File: config.mk
export PLATFORM = sky130hd
export DESIGN_NAME = led_wave_enc
export DESIGN_NICKNAME = d
export VERILOG_FILES = /design/src/rtl/led_enc_pkg.sv /design/src/rtl/led_tick_gen.sv /design/src/rtl/led_byte_buf.sv /design/src/rtl/led_bit_shaper.sv /design/src/rtl/led_frame_seq.sv /design/src/rtl/led_wave_enc.sv
export SDC_FILE = /design/constraint.sdc
export NUM_CORES = 1
export LEC_CHECK = 0
export BUFFER_PORTS_ARGS = -buffer_cell sky130_fd_sc_hd__buf_4
export CORE_MARGIN = 10
export CORE_UTILIZATION = 50
export CTS_BUF_LIST = sky130_fd_sc_hd__clkbuf_4 sky130_fd_sc_hd__clkbuf_8
export CTS_CLUSTER_DIAMETER = 200
export DETAILED_ROUTE_END_ITERATION = 16
export PLACE_DENSITY = 0.65
export SETUP_SLACK_MARGIN = 0.15
export SLEW_MARGIN = 25
export SYNTH_ARGS = -nofsm -noshare
export SYNTH_HDL_FRONTEND = slang
export SYNTH_HIERARCHICAL = 1
export SYNTH_SLANG_ARGS = --single-unit
export TNS_END_PERCENT = 100
File: constraint.sdc
create_clock -name clk_i -period 3.65 [get_ports clk_i]
set_input_delay 0.5475 -clock clk_i [delete_from_list [all_inputs] [get_ports clk_i]]
set_output_delay 0.5475 -clock clk_i [all_outputs]
set_load 0.005 [all_outputs]
File: src/rtl/led_enc_pkg.sv
package led_enc_pkg;
  typedef enum logic [1:0] {
    ST_IDLE  = 2'd0,
    ST_SHIFT = 2'd1,
    ST_GAP   = 2'd2
  } enc_state_e;

  typedef struct packed {
    logic [7:0] data;
    logic       last;
    logic       slow;
  } pend_t;
endpackage

File: src/rtl/led_tick_gen.sv
module led_tick_gen #(
  parameter int unsigned DIV = 16
) (
  input  logic clk_i,
  input  logic rst_ni,
  output logic tick_o
);
  localparam int unsigned CW = (DIV > 2) ? $clog2(DIV) : 1;
  localparam logic [CW-1:0] TOP = CW'(DIV - 1);

  logic [CW-1:0] cnt_q;

  always_ff @(posedge clk_i or negedge rst_ni) begin
    if (!rst_ni)           cnt_q <= '0;
    else if (cnt_q == TOP) cnt_q <= '0;
    else                   cnt_q <= cnt_q + 1'b1;
  end

  assign tick_o = (cnt_q == TOP);
endmodule

File: src/rtl/led_byte_buf.sv
module led_byte_buf
  import led_enc_pkg::*;
(
  input  logic  clk_i,
  input  logic  rst_ni,
  input  logic  valid_i,
  input  pend_t ent_i,
  input  logic  pop_i,
  output logic  ready_o,
  output logic  full_o,
  output pend_t ent_o
);
  logic  full_q;
  pend_t ent_q;

  always_ff @(posedge clk_i or negedge rst_ni) begin
    if (!rst_ni) begin
      full_q <= 1'b0;
      ent_q  <= '0;
    end else if (valid_i && !full_q) begin
      full_q <= 1'b1;
      ent_q  <= ent_i;
    end else if (pop_i) begin
      full_q <= 1'b0;
    end
  end

  assign ready_o = !full_q;
  assign full_o  = full_q;
  assign ent_o   = ent_q;
endmodule

File: src/rtl/led_bit_shaper.sv
module led_bit_shaper #(
  parameter int unsigned HALF_NORM = 5,
  parameter int unsigned HALF_SLOW = 6,
  parameter int unsigned ZERO_HIGH = 3,
  parameter int unsigned ONE_EXTRA = 1,
  parameter int unsigned TW        = 4
) (
  input  logic          active_i,
  input  logic          bit_i,
  input  logic          slow_i,
  input  logic [TW-1:0] tcnt_i,
  output logic          line_o,
  output logic          bit_end_o
);
  localparam logic [TW-1:0] HI_ZERO  = TW'(ZERO_HIGH);
  localparam logic [TW-1:0] HI_ONE_N = TW'(HALF_NORM + ONE_EXTRA);
  localparam logic [TW-1:0] HI_ONE_S = TW'(HALF_SLOW + ONE_EXTRA);
  localparam logic [TW-1:0] LAST_N   = TW'(2 * HALF_NORM - 1);
  localparam logic [TW-1:0] LAST_S   = TW'(2 * HALF_SLOW - 1);

  logic [TW-1:0] hi_len;
  logic [TW-1:0] last_cnt;

  always_comb begin
    if (bit_i) hi_len = slow_i ? HI_ONE_S : HI_ONE_N;
    else       hi_len = HI_ZERO;
    last_cnt = slow_i ? LAST_S : LAST_N;
  end

  assign line_o    = active_i && (tcnt_i < hi_len);
  assign bit_end_o = (tcnt_i == last_cnt);
endmodule

File: src/rtl/led_frame_seq.sv
module led_frame_seq
  import led_enc_pkg::*;
#(
  parameter int unsigned RL_W = 16,
  parameter int unsigned TW   = 4
) (
  input  logic            clk_i,
  input  logic            rst_ni,
  input  logic            tick_i,
  input  logic            full_i,
  input  pend_t           ent_i,
  input  logic            bit_end_i,
  input  logic [RL_W-1:0] rst_len_i,
  output logic            pop_o,
  output logic            active_o,
  output logic            idle_o,
  output logic            cur_bit_o,
  output logic            slow_o,
  output logic [TW-1:0]   tcnt_o
);
  enc_state_e      state_q;
  logic [7:0]      shreg_q;
  logic [2:0]      bit_q;
  logic            last_q;
  logic            slow_q;
  logic [TW-1:0]   tcnt_q;
  logic [RL_W-1:0] gcnt_q;
  logic [RL_W-1:0] glen_q;
  logic            byte_done;

  assign byte_done = (state_q == ST_SHIFT) && bit_end_i && (bit_q == 3'd0);

  // next byte chains straight on when the buffer is already full
  assign pop_o = tick_i && full_i &&
                 ((state_q == ST_IDLE) || (byte_done && !last_q));

  always_ff @(posedge clk_i or negedge rst_ni) begin
    if (!rst_ni) begin
      state_q <= ST_IDLE;
      shreg_q <= '0;
      bit_q   <= '0;
      last_q  <= 1'b0;
      slow_q  <= 1'b0;
      tcnt_q  <= '0;
      gcnt_q  <= '0;
      glen_q  <= '0;
    end else begin
      if (tick_i) begin
        unique case (state_q)
          ST_SHIFT: begin
            if (bit_end_i) begin
              tcnt_q <= '0;
              if (bit_q == 3'd0) begin
                if (last_q) begin
                  state_q <= ST_GAP;
                  gcnt_q  <= '0;
                  glen_q  <= (rst_len_i == '0) ? RL_W'(1) : rst_len_i;
                end else if (!full_i) begin
                  state_q <= ST_IDLE;
                end
              end else begin
                bit_q <= bit_q - 3'd1;
              end
            end else begin
              tcnt_q <= tcnt_q + 1'b1;
            end
          end
          ST_GAP: begin
            if (gcnt_q == glen_q - RL_W'(1)) state_q <= ST_IDLE;
            else                             gcnt_q  <= gcnt_q + 1'b1;
          end
          default: ;
        endcase
      end
      if (pop_o) begin
        state_q <= ST_SHIFT;
        shreg_q <= ent_i.data;
        last_q  <= ent_i.last;
        slow_q  <= ent_i.slow;
        bit_q   <= 3'd7;
        tcnt_q  <= '0;
      end
    end
  end

  assign active_o  = (state_q == ST_SHIFT);
  assign idle_o    = (state_q == ST_IDLE);
  assign cur_bit_o = shreg_q[bit_q];
  assign slow_o    = slow_q;
  assign tcnt_o    = tcnt_q;
endmodule

File: src/rtl/led_wave_enc.sv
module led_wave_enc
  import led_enc_pkg::*;
#(
  parameter int unsigned TICK_DIV  = 16,
  parameter int unsigned HALF_NORM = 5,
  parameter int unsigned HALF_SLOW = 6,
  parameter int unsigned ZERO_HIGH = 3,
  parameter int unsigned ONE_EXTRA = 1,
  parameter int unsigned RL_W      = 16
) (
  input  logic            clk_i,
  input  logic            rst_ni,
  input  logic            slow_i,
  input  logic [RL_W-1:0] rst_len_i,
  input  logic [7:0]      data_i,
  input  logic            last_i,
  input  logic            valid_i,
  output logic            ready_o,
  output logic            line_o,
  output logic            busy_o
);
  localparam int unsigned TW = $clog2(2 * HALF_SLOW);

  logic          tick_w;
  logic          full_w;
  logic          pop_w;
  pend_t         in_w;
  pend_t         ent_w;
  logic          active_w;
  logic          idle_w;
  logic          cur_bit_w;
  logic          slow_w;
  logic          bit_end_w;
  logic [TW-1:0] tcnt_w;

  assign in_w = '{data: data_i, last: last_i, slow: slow_i};

  led_tick_gen #(.DIV(TICK_DIV)) u_tick (
    .clk_i  (clk_i),
    .rst_ni (rst_ni),
    .tick_o (tick_w)
  );

  led_byte_buf u_buf (
    .clk_i   (clk_i),
    .rst_ni  (rst_ni),
    .valid_i (valid_i),
    .ent_i   (in_w),
    .pop_i   (pop_w),
    .ready_o (ready_o),
    .full_o  (full_w),
    .ent_o   (ent_w)
  );

  led_frame_seq #(.RL_W(RL_W), .TW(TW)) u_seq (
    .clk_i     (clk_i),
    .rst_ni    (rst_ni),
    .tick_i    (tick_w),
    .full_i    (full_w),
    .ent_i     (ent_w),
    .bit_end_i (bit_end_w),
    .rst_len_i (rst_len_i),
    .pop_o     (pop_w),
    .active_o  (active_w),
    .idle_o    (idle_w),
    .cur_bit_o (cur_bit_w),
    .slow_o    (slow_w),
    .tcnt_o    (tcnt_w)
  );

  led_bit_shaper #(
    .HALF_NORM (HALF_NORM),
    .HALF_SLOW (HALF_SLOW),
    .ZERO_HIGH (ZERO_HIGH),
    .ONE_EXTRA (ONE_EXTRA),
    .TW        (TW)
  ) u_shape (
    .active_i  (active_w),
    .bit_i     (cur_bit_w),
    .slow_i    (slow_w),
    .tcnt_i    (tcnt_w),
    .line_o    (line_o),
    .bit_end_o (bit_end_w)
  );

  assign busy_o = !idle_w || full_w;
endmodule

; Yosys cells after proc, flatten, opt, wreduce, memory -nomap -nowiden
; Index checks and enable logic that the tools add are counted.
[totals]
mem_count = 0
ff_bits = 66
word_cells = 91
latchBits = 0
mem_bits_rw = 0
inputBits = 29
output_inout_bits = 3
romBits = 0
[classes]
div_mod_pow = 0
add_sub_neg = 5
eq_ne = 14
n_reduce_logical = 26
n_mul = 0
n_bitwise = 0
order_cmp = 2
mux = 31
shifts = 0
[ops]
columns = cell, n
row1 = $mux W16, 5
row2 = $pmux W16 S2, 1
row3 = $mux W4, 6
row4 = $add A16 B1 Y16 const B, 1
row5 = $eq A16 B16 Y1, 1
row6 = $logic_not A16 Y1, 1
row7 = $mux W2, 8
row8 = $sub A16 B1 Y16 const B, 1
row9 = $mux W3, 5
row10 = $reduce_and A6 Y1, 2
row11 = $ne A2 B2 Y1 const B, 5
row12 = $reduce_bool A2 Y1, 5
row13 = $add A4 B1 Y4 const B, 2
row14 = $logic_and A1 B1 Y1, 7
row15 = $ne A3 B3 Y1 const B, 2
row16 = $reduce_and A5 Y1, 1
row17 = $eq A4 B4 Y1, 1
row18 = $eq A4 B4 Y1 const B, 1
row19 = $lt A3 B4 Y1 const B, 1
row20 = $lt A4 B4 Y1, 1
row21 = $mux W1, 4
row22 = $ne A4 B4 Y1 const B, 1
row23 = $pmux W2 S2, 1
row24 = $reduce_and A4 Y1, 1
row25 = 11 further kinds, 14

; Depth between registers and ports, before layout
; Gate-level depths: netlist (run 1).
[logic_depth]
word_depth = 9
depth_mapped = 12

; Cells and area by module
; The synthesis (run 1) kept the hierarchy.
[by_module_without_submodules]
columns = module, area_each_um2, cells_each, n_inst, seq_area_each_um2
row1 = led_frame_seq, 3016.6, 314, 1, 1276.2
row2 = led_byte_buf, 466.7, 25, 1, 275.3
row3 = led_tick_gen, 168.9, 13, 1, 100.1
row4 = led_bit_shaper, 60.1, 9, 1, 0.0
row5 = led_wave_enc, 6.3, 1, 1, 0.0

; Worst setup path before layout (run 1)
; OpenSTA, ideal clock, no wires.
[synth_timing]
path_type = reg2reg
startpoint = register, netlist name u_seq/glen_q[0]
endpoint = register u_seq.glen_q[10]
required_time_ns = 3.522
path_slack_ns = 0.953
t_arrival_ns = 2.570
path_buffers = 1
stages_incl_launch_ff = 12
cell_sequence = dfrtp_1 inv_1 ha_1 nor4b_2 and2_1 a31oi_1 a2111oi_0 nand4_1 o21bai_2 nand3_1 buf_2 mux2_1
[synth_lines]
columns = element, line_no
row1 = "end signal, assigned", led_frame_seq.sv:57  ; glen_q <= (rst_len_i == '0) ? RL_W'(1) : rst_len_i;
row2 = "end, declared", led_frame_seq.sv:28  ; logic [RL_W-1:0] glen_q;

==> results of run 1 <==
[per-layer routing]
layer,vias up,share of wire,global-route usage
li1,1361,-,-
met1,1360,0.45,0.165
met2,41,0.49,0.231
met3,12,0.041,0.0338
met4,0,0.017,0.0609
met5,-,0,0
[cell families after synthesis]
kind of cell / count (synthesis) / share of synthesized area
adders and majority gates: 7 / 0.0236
buffers and inverters: 25 / 0.0343
DFF: 66 / 0.444
muxes: 33 / 0.114
xor gates and xnor gates: 23 / 0.0542
and+or+nand+nor: 147 / 0.212
AOI/OAI and AO/OA: 61 / 0.118
[state kept, by name, summed over array words and instances (netlist names)]
register,cells
u_buf/ent_o,10
u_buf/full_o,1
u_seq/bit_q,3
u_seq/gcnt_q,16
u_seq/glen_q,16
u_seq/last_q,1
u_seq/shreg_q,8
u_seq/slow_o,1
u_seq/state_q,2
u_seq/tcnt_o,4
u_tick/cnt_q,4
[power by group through the flow]
stage                     combinational [mW]  clock (mW)  sequential [mW]
final                                  0.158       0.687            0.831
after global routing                   0.176       0.737            0.844
after CTS                              0.162       0.703            0.832
after detailed placement               0.160           0            0.845
after global placement                 0.157           0            0.844
after floorplan                        0.111           0            0.832
[how the worst min path moves through the flow]
stage                            end      startpoint  cells past startpoint  slack, ps
floorplan             u_buf/ent_o[0]          rst_ni                      0        250
global placement    u_seq/shreg_q[6]  u_buf/ent_o[8]                      2        450
detailed placement  u_seq/shreg_q[1]  u_buf/ent_o[3]                      2        460
CTS                  u_seq/gcnt_q[4]          rst_ni                      1        330
global route         u_seq/glen_q[2]          rst_ni                      1        370
finish              u_seq/gcnt_q[12]          rst_ni                      1        290
[placed cells by master, fill, tap and decap left out, drive strengths merged, types with 4 or more instances in the layout]
cell type,netlist,routed
a21boi,7,7
a21oi,8,8
buf,8,34
clkbuf,3,10
dfrtp,66,66
ha,7,7
inv,14,15
mux2,27,27
mux2i,4,4
nand2,51,51
nand2b,6,6
nand3,9,9
nand4,5,5
nor2,21,21
nor2b,4,4
nor3,16,16
nor4,8,8
o21a,12,12
o21ai,8,8
o31ai,4,4
or3,5,5
or4,4,4
xnor2,11,11
xor2,12,12
[cell type report]
class / count / area [µm²]
Fill cell: 649 / 3010
Multi-Input combinational cell: 271 / 1940
Sequential cell: 66 / 1650
Timing Repair Buffer: 34 / 255
Clock buffer: 10 / 131
Tap cell: 99 / 124
Clock inverter: 6 / 90.1
Inverter: 14 / 52.6
[through the flow]
| stage | instances | utilization | hold slack, ps | total power, mW |
|---|---|---|---|---|
| 2_1_floorplan | 362 | - | 252 | 0.943 |
| 3_3_place_gp | 484 | 0.555 | 453 | 1.00 |
| 3_5_place_dp | 484 | 0.555 | 456 | 1.01 |
| 4_1_cts | 500 | 0.585 | 334 | 1.70 |
| 5_1_grt | 500 | 0.585 | 370 | 1.76 |
| 6_report | 500 | 0.585 | 291 | 1.68 |
==> results.yml, run 1 <==
pwr:
  combPwrFrac: 0.095
  ir_worst_vdd_mv: 0.242
  pwr_density_cell_nw_per_um2: 395
  power_switching_mw: 0.390
  switching_share: 0.233
  p_int_mw: 1.29
  p_seq_frac: 0.496
  power.share.clock: 0.410
  p_leak_nw: 1.88
worst_setup_path:
  endpoint: "u_seq/glen_q[14]"
  crit_cells: 11
  critPathBufInv: 2
  rr_startpoint: "u_seq/glen_q[0]"
  start_kind: "flip-flop"
  end_kind: "flip-flop"
  rr_worst_depth: 11
  cp_max_fo: 31
  critical_path_class: "reg -> reg"
  r2r-end: "u_seq/glen_q[14]"
  path_delay_family: "simple AND/OR/NAND/NOR gates"
  required_ps: 3870
  crit_chain: "inv_1 -> ha_1 -> nor4b_2 -> and2_1 -> a31oi_1 -> a2111oi_0 -> nand4_1 -> o21bai_2 -> nand3_1 -> buf_4 -> mux2_1"
  crit_path_start: "u_seq/glen_q[0]"
  slowest_stage: "dfrtp_1"
  ff2ff_setup_slack_ps: 630
  arrival_ps: 3240
  cp_slowest_stage_delay_ps: 420
placed_design:
  gp_congestion: 0.817
  numPortBuffers: 31
  dp_hpwl_um: 5420
  place_area_um2: 4020
  pre_cts_slack_ps: 617
logic_synthesis:
  ys_top_cells_by_area: "dfrtp_1, nand2_1, mux2_1"
  synth-edff-count: 0
  synth.top_cell.area_share: 0.444
  synth_most_common_cell: "dfrtp_1"
  synth-seq-cells: 66
  seq_area_frac_synth: 0.444
  syn_avg_cell_area_um2: 10.3
  ys_warn_count: 6
  yosys.area.top_type: "dfrtp_1"
  synthArstFlopShare: 1.00
  postSynthCellCount: 362
  synthTopCellsByCount: "dfrtp_1, nand2_1, nor2_1"
  syn_nets: 398
  synth_cell_types: 61
  ys.flop_type: "dfrtp_1"
  synth_area_um2: 3720
clocking:
  cts-resized-gates: 0
  hold_buffers: 0
  htreeDepth: 3
  cts_tree: "done"
  max-clock-path-buffers: 2
  cts.sinks: 66
  clk_pin_slew_ps: 80
  cts-root-buf: "clkbuf_8"
  worstSkewPairLatency_ps: 340
  cts_buffers: 9
  cts_setup_buffers: 0
hold_path:
  min_path_type: "in -> async"
sta:
  period_share: 0.828
  max_freq_mhz: 331
  tightest_slew_ps: 828
  fin_ws_ps: 629
  slew_viol_final: 0
  min_period_ps: 3020
  maxSlewHeadroom: 0.448
  finClkSkew_ps: 9.26
  rsz0062_at_grt: "no"
  setup_viol: 0
  hold_viol_final: 0
  fin_tns_setup_ps: 0
detailed_routing:
  wl_um: 7570
  drcViolationCount: 0
  vias: 2774
  drt_iter0_drc: 112
  via_per_inst: 5.55
  ant_nets: 0
  first_pass_iters: 4
  routedWlPerCell_um: 15.1
global_route:
  grt_max_degree: 67
  antenna_found_initial: 0
  grt_pass1_wl_um: 12800
  grt_pass1_vias: 2689
  grt_overflow: 0
  grt_use_total: 0.138
run:
  maxCapViolations: 0
die:
  core_um2: 7250
  die_w_um: 106
  start_util: 0.513
  rows: 31
  io_pins: 32
  dieArea_um2: 11300
  die_y_um: 106
run_status:
  outcome: "completed"
final_layout:
  area_growth_pct: 14.1
  layout.nets: 432
  design_area_um2: 4240
  drive_above_1_share: 0.195
  n_antenna_cell: 0
(Power assumes the default switching activity.)
==> run 2, diff against run 1 <==
- PLACE_DENSITY: 0.65 -> 0.67
- clock period: 3.65 -> 2.4 ns (I/O delays scaled with it)
==> results.yml, run 2 (synthesized netlist as in run 1, its figures left out) <==
run_status:
  outcome: "finished with violations"
  violations: "negative setup slack"
sta:
  finClkSkew_ps: 5.22
  holdWs_ps: 121
  rsz0062_at_grt: "yes"
  fin_ws_ps: -455
  setup_viol: 35
  slew_viol_final: 0
  period_share: 1.19
  tightest_slew_ps: 847
  max_freq_mhz: 350
  min_period_ps: 2850
  maxSlewHeadroom: 0.435
  hold_viol_final: 0
die:
  die_y_um: 106
  start_util: 0.513
  core_um2: 7250
  io_pins: 32
  rows: 31
  die_w_um: 106
  dieArea_um2: 11300
placed_design:
  numPortBuffers: 31
  place_area_um2: 4420
  dp_hpwl_um: 6090
  dp.cells: 527
  gp_congestion: 0.803
detailed_routing:
  via_per_inst: 5.51
  first_pass_iters: 4
  vias: 3050
  ant_nets: 0
  wl_um: 8960
  drt_iter0_drc: 114
  drcViolationCount: 0
  routedWlPerCell_um: 16.2
worst_setup_path:
  ff2ff_setup_slack_ps: -450
  required_ps: 2630
  critical_path_class: "reg -> reg"
  crit_path_start: "u_seq/glen_q[11]"
  critPathBufInv: 2
  end_kind: "flip-flop"
  path_delay_family: "simple AND/OR/NAND/NOR gates"
  slowest_stage: "or4_4"
  r2r-end: "u_seq/glen_q[3]"
  crit_chain: "or4_4 -> or3_4 -> nor4b_4 -> a211oi_2 -> buf_4 -> o21bai_4 -> nand3_4 -> clkbuf_16 -> mux2_1"
  crit_cells: 9
  rr_worst_depth: 9
  endpoint: "u_seq/glen_q[3]"
  cp_slowest_stage_delay_ps: 560
  arrival_ps: 3090
  start_kind: "flip-flop"
  rr_startpoint: "u_seq/glen_q[11]"
  cp_max_fo: 7
final_layout:
  area_growth_pct: 32.1
  drive_above_1_share: 0.365
  design_area_um2: 4910
  fillCellCount: 581
  final_cell_mix: "buf_4, dfrtp_1, nand2_1"
  layout_commonest_cell: "buf_4"
  n_antenna_cell: 0
  layout.cells.non_filler: 554
  layout.nets: 487
global_route:
  grtUsageMet2: 0.265
  grt_use_total: 0.156
  use_met1: 0.185
  grt_overflow: 0
  grt_pass1_wl_um: 14500
  grt_pass1_vias: 3100
  grt_use_met3: 0.0374
  grt_max_degree: 67
  antenna_found_initial: 0
  grt.busiest_layer: "met2"
clocking:
  cts_tree: "done"
  clk_pin_slew_ps: 70
  cts-root-buf: "clkbuf_8"
  cts.sinks: 66
  max-clock-path-buffers: 2
  htreeDepth: 3
  cts_buffers: 9
  worstSkewPairLatency_ps: 350
  hold_buffers: 0
pwr:
  p_leak_nw: 2.26
  pwr_density_cell_nw_per_um2: 508
  ir_worst_vdd_mv: 0.445
run:
  maxCapViolations: 0
hold_path:
  min_path_type: "in -> async"
==> run 2: how the worst min path moves through the flow <==
| stage | start | end | cells past startpoint |
|---|---|---|---|
| floorplan | rst_ni | u_buf/ent_o[0] | 0 |
| global route | rst_ni | u_seq/gcnt_q[12] | 1 |
| detailed placement | u_buf/ent_o[4] | u_seq/shreg_q[2] | 2 |
| finish | rst_ni | u_seq/gcnt_q[12] | 1 |
| global placement | u_buf/ent_o[2] | u_seq/shreg_q[0] | 2 |
| CTS | rst_ni | u_seq/gcnt_q[12] | 1 |
==> run 2: routing by layer <==
layer	vias to the layer above	wire [µm]
li1	1462	-
met1	1504	3800
met2	69	4680
met3	15	329
met4	0	148
met5	-	0
==> run 2: timing repair <==
action / in CTS / in global routing
pin swaps: 5 / 3
setup endpoints to repair: 35 / 42
setup buffers: 2 / 8
cloned: 1 / 1
resized for setup: 8 / 36
==> run 2: metrics by stage <==
step | total power, mW | worst slack (ps) | TNS, ps | util
finish | 2.50 | -455 | -13450 | 0.677
global route | 2.61 | -509 | -15880 | 0.677
CTS | 2.50 | -396 | -10730 | 0.643
detailed placement | 1.56 | -438 | -10140 | 0.609
global placement | 1.55 | -356 | -9200 | 0.609
floorplan | 1.44 | -172 | -4540 | -
==> run 2: where the power goes <==
group	switching (mW)	internal [mW]
sequential	0.0575	1.20
combinational	0.114	0.192
clock	0.432	0.498
==> run 2: worst register-to-register path: stages, from the launching register on <==
cell and delay [ps]:
dfrtp_1 380, or4_4 560, or3_4 450, nor4b_4 300
a211oi_2 100, buf_4 170, o21bai_4 150, nand3_4 130
clkbuf_16 200, mux2_1 310
==> run 2: area by class of cell <==
cell class	instances	area, µm²	share of cell area
clock inverters	5	55.1	0.0112
inverters	14	58.8	0.0120
flip-flops and latches	66	1650	0.336
well taps	99	124	0.0252
clock buffers	10	138	0.0280
repair buffers	89	728	0.148
multi-input cells	271	2160	0.439
